**src/rtl/decode_redirect_pkg.sv**
```systemverilog
package decode_redirect_pkg;

   // control operation presented by the decoder for the instruction in ID
   typedef enum logic [2:0] {
      OP_NONE = 3'd0,
      OP_BEQ  = 3'd1,
      OP_BNE  = 3'd2,
      OP_JMP  = 3'd3,
      OP_JAL  = 3'd4
   } ctl_op_e;

   // bytes per instruction word
   localparam int unsigned WORD_BYTES = 4;

   // comparator implementation variants
   localparam int unsigned CMP_DIRECT = 0;
   localparam int unsigned CMP_XOR    = 1;

endpackage

```
**src/rtl/dr_compare.sv**
```systemverilog
module dr_compare #(
   parameter int unsigned DW    = 32,
   parameter int unsigned STYLE = decode_redirect_pkg::CMP_DIRECT
) (
   input  logic [DW-1:0] a_i,
   input  logic [DW-1:0] b_i,
   output logic          eq_o
);
   import decode_redirect_pkg::*;

   if (DW < 1) begin : g_bad_dw
      $error("dr_compare: DW must be at least 1");
   end

   if (STYLE == CMP_XOR) begin : g_xor
      logic [DW-1:0] diff;
      always_comb begin
         diff = a_i ^ b_i;
         eq_o = ~|diff;
      end
   end else begin : g_direct
      always_comb eq_o = (a_i == b_i);
   end

endmodule

```
**src/rtl/dr_decide.sv**
```systemverilog
module dr_decide #(
   parameter int unsigned AW       = 32,
   parameter int unsigned RW       = 5,
   parameter int unsigned LINK_REG = 31
) (
   input  logic          valid_i,
   input  logic [2:0]    op_i,
   input  logic          eq_i,
   input  logic          slot_mode_i,
   input  logic [AW-1:0] id_pc_i,
   input  logic [AW-1:0] br_target_i,
   input  logic [AW-1:0] jmp_target_i,
   output logic          redirect_o,
   output logic [AW-1:0] target_o,
   output logic          link_we_o,
   output logic [RW-1:0] link_reg_o,
   output logic [AW-1:0] link_data_o
);
   import decode_redirect_pkg::*;

   localparam logic [AW-1:0] STEP_ONE = AW'(WORD_BYTES);
   localparam logic [AW-1:0] STEP_TWO = AW'(2 * WORD_BYTES);

   if (LINK_REG >= (1 << RW)) begin : g_bad_link
      $error("dr_decide: LINK_REG does not fit in RW bits");
   end

   logic take_cond;
   logic take_jump;
   logic is_jal;

   always_comb begin
      take_cond = 1'b0;
      take_jump = 1'b0;
      is_jal    = 1'b0;
      if (valid_i) begin
         unique case (op_i)
            OP_BEQ:  take_cond = eq_i;
            OP_BNE:  take_cond = ~eq_i;
            OP_JMP:  take_jump = 1'b1;
            OP_JAL: begin
               take_jump = 1'b1;
               is_jal    = 1'b1;
            end
            default: ;
         endcase
      end
   end

   always_comb begin
      redirect_o  = take_cond | take_jump;
      target_o    = take_jump ? jmp_target_i : br_target_i;
      link_we_o   = is_jal;
      link_reg_o  = RW'(LINK_REG);
      // the delay slot executes, so the return must step over it
      link_data_o = id_pc_i + (slot_mode_i ? STEP_TWO : STEP_ONE);
   end

endmodule

```
**src/rtl/dr_pcgen.sv**
```systemverilog
module dr_pcgen #(
   parameter int unsigned   AW       = 32,
   parameter logic [AW-1:0] RESET_PC = '0
) (
   input  logic          clk,
   input  logic          rst_n,
   input  logic          stall_i,
   input  logic          redirect_i,
   input  logic [AW-1:0] target_i,
   output logic [AW-1:0] pc_o,
   output logic [AW-1:0] next_pc_o
);
   import decode_redirect_pkg::*;

   localparam logic [AW-1:0] STEP = AW'(WORD_BYTES);

   if (AW < 3) begin : g_bad_aw
      $error("dr_pcgen: AW must be at least 3");
   end

   logic [AW-1:0] seq_pc;

   always_comb begin
      seq_pc    = pc_o + STEP;
      next_pc_o = redirect_i ? target_i : seq_pc;
   end

   always_ff @(posedge clk) begin
      if (!rst_n) begin
         pc_o <= RESET_PC;
      end else if (!stall_i) begin
         pc_o <= next_pc_o;
      end
   end

endmodule

```
**src/rtl/dr_ifid.sv**
```systemverilog
module dr_ifid #(
   parameter int unsigned IW = 32,
   parameter int unsigned AW = 32
) (
   input  logic          clk,
   input  logic          rst_n,
   input  logic          stall_i,
   input  logic          flush_i,
   input  logic [IW-1:0] instr_i,
   input  logic [AW-1:0] pc_i,
   input  logic          wen_i,
   output logic [IW-1:0] instr_o,
   output logic [AW-1:0] pc_o,
   output logic          valid_o,
   output logic          wen_o
);

   if (IW < 1) begin : g_bad_iw
      $error("dr_ifid: IW must be at least 1");
   end

   always_ff @(posedge clk) begin
      if (!rst_n) begin
         instr_o <= '0;
         pc_o    <= '0;
         valid_o <= 1'b0;
         wen_o   <= 1'b0;
      end else if (!stall_i) begin
         pc_o <= pc_i;
         if (flush_i) begin
            instr_o <= '0;
            valid_o <= 1'b0;
            wen_o   <= 1'b0;
         end else begin
            instr_o <= instr_i;
            valid_o <= 1'b1;
            wen_o   <= wen_i;
         end
      end
   end

endmodule

```
**src/rtl/decode_redirect.sv**
```systemverilog
module decode_redirect #(
   parameter int unsigned   AW        = 32,
   parameter int unsigned   DW        = 32,
   parameter int unsigned   IW        = 32,
   parameter int unsigned   NREGS     = 32,
   parameter int unsigned   LINK_REG  = 31,
   parameter int unsigned   CMP_STYLE = decode_redirect_pkg::CMP_DIRECT,
   parameter logic [AW-1:0] RESET_PC  = AW'(32'h0000_0100),
   localparam int unsigned  RW        = $clog2(NREGS)
) (
   input  logic          clk,
   input  logic          rst_n,
   input  logic          stall_i,
   input  logic          slot_mode_i,
   input  logic [IW-1:0] if_instr_i,
   input  logic          if_wen_i,
   input  logic [2:0]    id_op_i,
   input  logic [DW-1:0] opnd_a_i,
   input  logic [DW-1:0] opnd_b_i,
   input  logic [AW-1:0] br_target_i,
   input  logic [AW-1:0] jmp_target_i,
   output logic [AW-1:0] pc_o,
   output logic [AW-1:0] next_pc_o,
   output logic          if_flush_o,
   output logic          redirect_o,
   output logic [IW-1:0] ifid_instr_o,
   output logic [AW-1:0] ifid_pc_o,
   output logic          ifid_valid_o,
   output logic          ifid_wen_o,
   output logic          link_we_o,
   output logic [RW-1:0] link_reg_o,
   output logic [AW-1:0] link_data_o
);

   if (NREGS < 2) begin : g_bad_nregs
      $error("decode_redirect: NREGS must be at least 2");
   end
   if (RESET_PC[1:0] != 2'b00) begin : g_bad_reset_pc
      $error("decode_redirect: RESET_PC must be word aligned");
   end

   logic          ops_equal;
   logic [AW-1:0] sel_target;

   dr_compare #(
      .DW    (DW),
      .STYLE (CMP_STYLE)
   ) u_cmp (
      .a_i  (opnd_a_i),
      .b_i  (opnd_b_i),
      .eq_o (ops_equal)
   );

   dr_decide #(
      .AW       (AW),
      .RW       (RW),
      .LINK_REG (LINK_REG)
   ) u_decide (
      .valid_i      (ifid_valid_o),
      .op_i         (id_op_i),
      .eq_i         (ops_equal),
      .slot_mode_i  (slot_mode_i),
      .id_pc_i      (ifid_pc_o),
      .br_target_i  (br_target_i),
      .jmp_target_i (jmp_target_i),
      .redirect_o   (redirect_o),
      .target_o     (sel_target),
      .link_we_o    (link_we_o),
      .link_reg_o   (link_reg_o),
      .link_data_o  (link_data_o)
   );

   dr_pcgen #(
      .AW       (AW),
      .RESET_PC (RESET_PC)
   ) u_pcgen (
      .clk        (clk),
      .rst_n      (rst_n),
      .stall_i    (stall_i),
      .redirect_i (redirect_o),
      .target_i   (sel_target),
      .pc_o       (pc_o),
      .next_pc_o  (next_pc_o)
   );

   // squash the wrong-path fetch only when the edge actually advances
   always_comb if_flush_o = redirect_o & ~slot_mode_i & ~stall_i;

   dr_ifid #(
      .IW (IW),
      .AW (AW)
   ) u_ifid (
      .clk     (clk),
      .rst_n   (rst_n),
      .stall_i (stall_i),
      .flush_i (if_flush_o),
      .instr_i (if_instr_i),
      .pc_i    (pc_o),
      .wen_i   (if_wen_i),
      .instr_o (ifid_instr_o),
      .pc_o    (ifid_pc_o),
      .valid_o (ifid_valid_o),
      .wen_o   (ifid_wen_o)
   );

endmodule

```
**config.mk**
```make
export PLATFORM = sky130hd
export DESIGN_NAME = decode_redirect
export DESIGN_NICKNAME = d
export VERILOG_FILES = /design/src/rtl/decode_redirect_pkg.sv /design/src/rtl/dr_compare.sv /design/src/rtl/dr_decide.sv /design/src/rtl/dr_pcgen.sv /design/src/rtl/dr_ifid.sv /design/src/rtl/decode_redirect.sv
export SDC_FILE = /design/constraint.sdc
export NUM_CORES = 1
export LEC_CHECK = 0
export ABC_AREA = 0
export BUFFER_PORTS_ARGS = -buffer_cell sky130_fd_sc_hd__buf_2
export CELL_PAD_IN_SITES_DETAIL_PLACEMENT = 1
export CELL_PAD_IN_SITES_GLOBAL_PLACEMENT = 1
export CORE_ASPECT_RATIO = 0.8
export CORE_MARGIN = 8
export CORE_UTILIZATION = 34
export DETAILED_ROUTE_END_ITERATION = 16
export PLACE_DENSITY = 0.93
export SETUP_SLACK_MARGIN = 0.2
export SLEW_MARGIN = 20
export SYNTH_ARGS = -nofsm -noshare
export SYNTH_HDL_FRONTEND = slang
export SYNTH_SLANG_ARGS = --single-unit
```
**constraint.sdc**
```tcl
create_clock -name clk -period 5.6 [get_ports clk]
set_clock_uncertainty 0.2 [all_clocks]
set_input_delay 0.84 -clock clk [delete_from_list [all_inputs] [get_ports clk]]
set_output_delay 0.84 -clock clk [all_outputs]
set_load 0.01 [all_outputs]
```
# Word level (Yosys, flattened, before mapping)
# Cells that the tools add are included.
[word_totals] reg_bits=98 input_bits=168 out_inout_bits=170 wordCells=31
[op_classes] bitwise=6 eq_ne=5 n_reduce_logical=1 muxes=12 n_addsub=2
[ops] op="32-bit two-way mux" n=3
[ops] op="32-bit by 3-bit adder with 32-bit output, second input constant" n=1
[ops] op="32-bit adder" n=1
[ops] op="32-bit == test" n=1
[ops] op="1-bit two-way mux" n=7
[ops] op="3-bit by 2-bit == test with 1-bit output, second input constant" n=2
[ops] op="4-bit two-way mux" n=1
[ops] op="3-bit by 1-bit == test with 1-bit output, second input constant" n=1
[ops] op="3-bit == test, second input constant" n=1
[ops] op="1-bit inverter" n=3
[ops] op="1-bit AND" n=2
[ops] op="1-bit one-hot mux with 2 select lines" n=1
[ops] op="2-bit OR reduction" n=1
[ops] op="1-bit bitwise OR" n=1

# Longest topological paths before layout
# Gate-level depths: netlist of the first run.
[depth] word_depth=8 mapped_depth=11 mapped_depth_nobuf=10

# By module
# A second synthesis of the first run with hierarchy kept.
[unflattened] cells_unflattened=820 area_unflattened_um2=6732.7
[by_module_without_submodules] module="dr_pcgen" area_each_um2=2738.9 n_inst=1 cells_each=394 seq_area_each_um2=640.6
[by_module_without_submodules] module="dr_ifid" area_each_um2=2576.2 n_inst=1 cells_each=253 seq_area_each_um2=1321.3
[by_module_without_submodules] module="dr_decide" area_each_um2=1058.5 n_inst=1 cells_each=129 seq_area_each_um2=0.0
[by_module_without_submodules] module="dr_compare" area_each_um2=346.6 n_inst=1 cells_each=43 seq_area_each_um2=0.0
[by_module_without_submodules] module="decode_redirect" area_each_um2=12.5 n_inst=1 cells_each=1 seq_area_each_um2=0.0

# Worst setup path after synthesis of the first run
# OpenSTA, ideal clock, no wires.
[synth_path] path_type="input port to output port" from="input port slot_mode_i" to="output port link_data_o[26]" arrival_ns=2.710 cell_stages=10 n_path_buf=0 required_ns=4.560 setup_slack_ns=1.850 cell_sequence="inv_1 -> ha_1 -> inv_1 -> fa_1 -> nor2_1 -> and2_1 -> nor2b_1 -> nand3_1 -> nor2_1 -> xor2_1"
[synth_between] elab_chain_len=2
[synth_rtl] element="start, declared" line_no="decode_redirect.sv:14" rtl="input logic slot_mode_i,"
[synth_rtl] element="4-bit two-way mux" line_no="dr_decide.sv:56" rtl="link_data_o = id_pc_i + (slot_mode_i ? STEP_TWO : STEP_ONE);"
[synth_rtl] element="32-bit adder" line_no="dr_decide.sv:56"
[synth_rtl] element="end, declared" line_no="decode_redirect.sv:32" rtl="output logic [AW-1:0] link_data_o"
# No other way between the ends.

# Worst setup path after layout of the first run
# Same ends and word-level chain as after synthesis.

==> impl_metrics.csv, run 1 <==
group,metric,value,unit
route,wl,25900,um
route,vias_per_cell,5.34,
die,num_rows,44,
worst_setup_path,required,4.56,ns
global_route,gr-usage-met2,37.9,%
route,routedWlPerCell,20.1,um
cts,clock_sinks,98,
sta,maxSlewViolCount,0,
global_route,grt_max_degree,92,
placed_design,port_buffers,332,
worst_setup_path,startpoint_type,"input pin",
synth,synth_warnings,0,
route,postRouteAntennaNets,0,
synth,syn_inst,772,
global_route,grt_pass1_wl,40300,um
global_route,grt-ovfl-total,0,
cts,clock_tree.htree_level_count,3,
synth,synth_cell_types,49,
die,start_util,34.3,%
final_layout,area_growth,33.1,%
power,power_density,220,mW/mm2
cts,postCtsSetupRepairBufs,0,
worst_setup_path,crit_arrival,3.52,ns
sta,final-hold-violation-count,0,
cts,root_buffer,"clkbuf_16",
global_route,grt_use_met3,5.02,%
sta,setup_viol,0,
synth,synth-seq-cells,98,
synth,async_flop_share,0,%
final_layout,drive_gt1_share,34.2,%
global_route,grt_pass1_vias,7060,
power,ir_worst_vdd,128,uV
synth,seq_area_frac_synth,32.0,%
worst_setup_path,reg2reg_slack,2.67,ns
placed_design,dpl.hpwl,20100,um
cts,cts.path.max_buffers,2,
cts,cts_tree,"done",
sta,worst_hold_slack,0.282,ns
route,dr_total_vias,6863,
placed_design,dp_cells,1269,
synth,synth_edf_count,0,
global_route,met1_usage,27.2,%
cts,cts_resized,0,
die,die_area,0.0226,mm2
hold_path,worstHoldPathType,"reg -> reg",
sta,worst_pin_slew,1.12,ns
placed_design,place_congestion,0.879,
die,die_height,136,um
die,io_pins,338,
global_route,grt_usage,22.1,%
cts,clk_transition_reported_paths,0.07,ns
sta,relSlewSlack,25.4,%
global_route,antenna_found_initial,0,
outcome,status,"completed",
synth,syn_area_per_cell,7.95,um2
die,core_area,0.0179,mm2
sta,min_period,4.56,ns
cts,insertion_delay,0.35,ns
worst_setup_path,crit_fanout,4,
die,die_width,166,um
worst_setup_path,crit_type,"in -> out",
sta,finalCritPeriodShare,81.4,%
synth,netlist_area,0.00614,mm2
route,first_pass_iters,4,
cts,cts_buffers,9,
route,route.detailed.drc,0,
global_route,busiest_layer,"met2",
synth,synth_ff_type,"dfxtp_1",
sta,tns,0,ns
final_layout,finish.net_count,1222,
sta,rsz0062_at_grt,"false",
worst_setup_path,end_kind,"output pin",
final_layout,finalNonFillerCells,1285,
cts,cts_hold_buf,0,
flow_run,cap_violations,0,
sta,max_clock_freq,219,MHz
route,drtIter0Drc,513,
final_layout,diodes,0,
power,power_leakage,4.09,nW
-- cells in the mapped netlist, types with 2 or more instances --
master    count  area share, %
buf_1         6           0.37
o211a_1       2           0.33
nand4_1      17            1.7
and3_1       20            2.0
or3_1         2           0.20
nor2_1       63            3.9
a31oi_1       2           0.20
ha_1          3           0.61
o21a_1        2           0.24
mux2i_1      68             11
o31ai_1       3           0.37
a21oi_1      13            1.1
nor3b_1       2           0.24
o21ai_0      56            4.6
xnor2_1      35            5.0
nand3_1     106            8.6
o31a_1        4           0.57
nor3_1       20            1.6
inv_1         9           0.55
mux2_2        4           0.73
o311ai_0     16            2.3
buf_4         9            1.1
dfxtp_1      98             32
a311o_1       6           0.98
clkbuf_1     50            3.1
nor4_1       21            2.1
and4_1        4           0.57
and2_1        4           0.41
buf_2         9           0.73
xor2_1       52            7.4
nand2_1      48            2.9
-- placed cells by master, fill, tap and decap left out, drive strengths merged, types with 2 or more instances in the layout --
| cell type | synthesis | final |
|---|---|---|
| a21oi | 13 | 13 |
| a311o | 6 | 6 |
| a31oi | 2 | 2 |
| and2 | 4 | 4 |
| and3 | 20 | 20 |
| and4 | 4 | 4 |
| buf | 24 | 337 |
| bufinv | 0 | 2 |
| clkbuf | 50 | 10 |
| clkinv | 1 | 3 |
| conb | 1 | 5 |
| dfxtp | 98 | 98 |
| ha | 3 | 3 |
| inv | 10 | 12 |
| mux2 | 4 | 4 |
| mux2i | 68 | 68 |
| nand2 | 48 | 48 |
| nand3 | 106 | 106 |
| nand4 | 17 | 17 |
| nor2 | 63 | 63 |
| nor3 | 21 | 21 |
| nor3b | 2 | 2 |
| nor4 | 21 | 21 |
| o211a | 2 | 2 |
| o21a | 2 | 2 |
| o21ai | 56 | 56 |
| o311ai | 16 | 16 |
| o31a | 4 | 4 |
| o31ai | 3 | 3 |
| or3 | 2 | 2 |
| xnor2 | 35 | 35 |
| xor2 | 52 | 52 |
-- routing by layer --
layer	up-vias	routed length, um	share of wire (%)
li1	3311	-	-
met4	0	522	2.0
met3	33	1280	4.9
met1	3301	11400	44
met2	218	12700	49
met5	-	0	0
-- critical path, stage by stage --
cell	delay [ns]
buf_2	0.14
inv_1	0.12
ha_1	0.19
inv_1	0.06
fa_1	0.41
nor2_1	0.24
and2_1	0.25
nor2b_1	0.47
nand3_1	0.23
nor2_1	0.18
xor2_1	0.20
buf_2	0.18
-- path summary, 6_finish.rpt --
kind                      start            endpoint  cells after the start
min reg2reg  u_ifid.instr_o[20]  u_ifid.instr_o[20]                      2
max reg2reg     u_pcgen.pc_o[2]    u_pcgen.pc_o[30]                      8
max                 slot_mode_i     link_data_o[26]                     12
min          u_ifid.instr_o[20]  u_ifid.instr_o[20]                      2
-- registers in the layout, summed over array words and instances, names as in the netlist --
signal	flops
u_ifid.instr_o	32
u_ifid.pc_o	32
u_pcgen.pc_o	32
u_ifid.valid_o	1
u_ifid.wen_o	1
-- logic make-up (layout without fill, tap and decap cells) --
| group | Yosys count | in the layout | share of synthesized area (%) |
|---|---|---|---|
| xor gates and xnor gates | 87 | 87 | 12.4 |
| DFF | 98 | 98 | 32.0 |
| muxes | 72 | 72 | 11.8 |
| AOI/OAI and AO/OA | 110 | 110 | 11.4 |
| buffers and inverters | 85 | 364 | 5.97 |
| other | 1 | 5 | 0.0611 |
| adders and majority gates | 4 | 4 | 0.938 |
| and+or+nand+nor | 315 | 315 | 25.4 |
-- layout make-up --
type,instances,area (um2)
Timing Repair Buffer,337,1720
Sequential cell,98,1960
Multi-Input combinational cell,593,3840
Inverter,11,43.8
Clock buffer,10,229
Tap cell,230,288
Fill cell,2290,9720
Clock inverter,6,87.6
-- power breakdown --
| group | internal (W) | leakage (nW) | switching (W) |
|---|---|---|---|
| clock | 0.000394 | 0.157 | 0.000289 |
| sequential | 0.000727 | 0.799 | 0.0000400 |
| combinational | 0.000147 | 3.14 | 0.000200 |
| total | 0.00127 | 4.09 | 0.000530 |
-- metrics by stage --
stage	area [um2]	utilization [%]	power, W	setup WS (ns)
after floorplan	6150	-	0.000958	1.85
after global placement	7850	43.9	0.00112	1.29
after detailed placement	7850	43.9	0.00113	1.09
after CTS	8170	45.7	0.00182	1.07
after global routing	8170	45.7	0.00188	0.927
final	8170	45.7	0.00180	1.04
Note: power is estimated with default switching activity, not from simulation.
==> inputs of run 2 (changes only) <==
- CORE_UTILIZATION: 34 -> 31
- PLACE_DENSITY: 0.93 -> 0.86
- clock period: 5.6 -> 4.5 ns (I/O delays scaled with it)
==> impl_metrics.csv, run 2 (synthesis results as in run 1) <==
group,metric,value,unit
final_layout,finish.net_count,1232,
die,num_rows,46,
power,p_switching,0.000665,W
final_layout,drive_gt1_share,34.9,%
placed_design,port_buffers,332,
global_route,antenna_found_initial,0,
worst_setup_path,cp.depth,12,
sta,finalCritPeriodShare,88.6,%
outcome,status,"completed",
die,io_pins,338,
worst_setup_path,reg2reg_to,"u_pcgen.pc_o[28]",
final_layout,design_area,0.00826,mm2
placed_design,place_area,0.00796,mm2
worst_setup_path,slowest_stage,"fa_1",
route,routedWlPerCell,19.8,um
route,wl,26300,um
cts,postCtsSetupRepairBufs,0,
global_route,grt_usage,20.2,%
cts,cts_resized,0,
sta,rsz0062_at_grt,"false",
global_route,grt_max_degree,107,
power,power_leakage,4.12,nW
worst_setup_path,required,3.62,ns
final_layout,final_cell_mix,"buf_2 (330), nand3_1 (106), dfxtp_1 (98), mux2i_1 (68), nor2_1 (62)",
die,core_area,0.0196,mm2
worst_setup_path,reg2reg_slack,1.68,ns
worst_setup_path,end_kind,"output pin",
route,first_pass_iters,4,
sta,maxSlewViolCount,0,
sta,max_clock_freq,251,MHz
cts,clock_sinks,98,
power,power_frac_clock,35.8,%
route,drtIter0Drc,422,
sta,min_period,3.99,ns
cts,clk_transition_reported_paths,0.07,ns
cts,cts_hold_buf,0,
worst_setup_path,crit_path_cell_trace,"buf_2 -> inv_1 -> ha_1 -> inv_1 -> fa_1 -> nor2_1 -> and2_1 -> nor2b_2 -> nand3_1 -> nor2_1 -> xor2_1 -> buf_2",
route,postRouteAntennaNets,0,
cts,clock_tree.htree_level_count,3,
cts,cts.path.max_buffers,2,
global_route,grt_pass1_vias,7090,
power,netSwitchingFraction,30.7,%
die,die_area,0.0246,mm2
die,start_util,31.3,%
worst_setup_path,slowest_delay,0.43,ns
worst_setup_path,startpoint_type,"input pin",
hold_path,min-delay-start,"u_ifid.instr_o[14]",
cts,cts_tree,"done",
global_route,grt_pass1_wl,40300,um
power,p_int,0.00150,W
power,power_density,263,mW/mm2
sta,tns,0,ns
worst_setup_path,cp.buffers_inverters,4,
cts,insertion_delay,0.35,ns
cts,cts_buffers,9,
final_layout,fin_util,42.1,%
worst_setup_path,crit_arrival,3.11,ns
worst_setup_path,crit_family,"simple AND/OR/NAND/NOR gates",
route,vias_per_cell,5.19,
worst_setup_path,crit_fanout,4,
die,die_height,142,um
worst_setup_path,worstReg2RegStart,"u_pcgen.pc_o[3]",
worst_setup_path,critPathCapture,"link_data_o[26]",
power,ir_worst_vdd,175,uV
sta,worst_hold_slack,0.282,ns
route,route.detailed.drc,0,
power,total_power,0.00217,W
flow_run,cap_violations,0,
power,seq_power_share,43.8,%
final_layout,final_common_cell,"buf_2",
power,pwr-share-comb,20.4,%
worst_setup_path,crit_type,"in -> out",
die,die_width,173,um
sta,setup_viol,0,
worst_setup_path,crit_path_start,"slot_mode_i",
final_layout,diodes,0,
placed_design,dpl.hpwl,20600,um
sta,relSlewSlack,25.6,%
final_layout,area_growth,34.5,%
worst_setup_path,ff2ff_path_depth,9,
cts,root_buffer,"clkbuf_16",
route,dr_total_vias,6893,
sta,final-hold-violation-count,0,
final_layout,reg_top3,"u_ifid.instr_o (32), u_ifid.pc_o (32), u_pcgen.pc_o (32)",
global_route,grt-ovfl-total,0,
hold_path,worstHoldPathType,"reg -> reg",
placed_design,place_congestion,0.842,
sta,worst_pin_slew,1.12,ns
[run 2: changes by cell type in the layout (fill, tap and decap cells not counted), sizes merged]
| cell | before | now |
|---|---|---|
| buf | 337 | 347 |
| bufinv | 2 | 0 |
| clkbuf | 10 | 12 |
| clkinv | 3 | 2 |
| clkinvlp | 0 | 1 |
[run 2: power by group through the flow]
stage / clock [W] / combinational (W) / sequential, W
global placement: 0 / 0.000435 / 0.000968
global route: 0.000831 / 0.000481 / 0.000957
CTS: 0.000805 / 0.000447 / 0.000950
detailed placement: 0 / 0.000446 / 0.000971
finish: 0.000776 / 0.000441 / 0.000951
floorplan: 0 / 0.000222 / 0.000970
[run 2: tightest hold or removal path, delay by kind of cell (launching register included)]
family / cells / cell delay (ns)
flip-flops: 1 / 0.33
AO/OA/AOI/OAI: 1 / 0.06
AND/OR/NAND/NOR: 1 / 0.07
[run 2: cell type report]
| cell class | count | area [um2] |
|---|---|---|
| Fill cell | 2478 | 11400 |
| Multi-Input combinational cell | 593 | 3840 |
| Sequential cell | 98 | 1960 |
| Timing Repair Buffer | 347 | 1790 |
| Tap cell | 264 | 330 |
| Clock buffer | 12 | 256 |
| Inverter | 11 | 43.8 |
| Clock inverter | 4 | 33.8 |
[run 2: stage by stage]
stage | std cells | worst slack, ns
floorplan | 776 | 1.08
global placement | 1313 | 0.536
detailed placement | 1313 | 0.360
CTS | 1329 | 0.337
global route | 1329 | 0.304
finish | 1329 | 0.512
[run 2: worst min path at each step]
stage,end,cells past startpoint
6_report,u_ifid.instr_o[14],2
5_1_grt,u_ifid.instr_o[2],2
4_1_cts,u_ifid.instr_o[18],2
3_5_place_dp,u_ifid.instr_o[18],2
3_3_place_gp,u_ifid.instr_o[20],2
2_1_floorplan,u_ifid.instr_o[0],2
[run 2: routing by layer]
layer	vias to the layer above	global-route usage, %	wire length (um)
met5	-	0	0
met4	0	5.57	437
met3	31	4.52	1580
met2	238	33.8	12400
met1	3300	25.7	11800
li1	3324	-	-
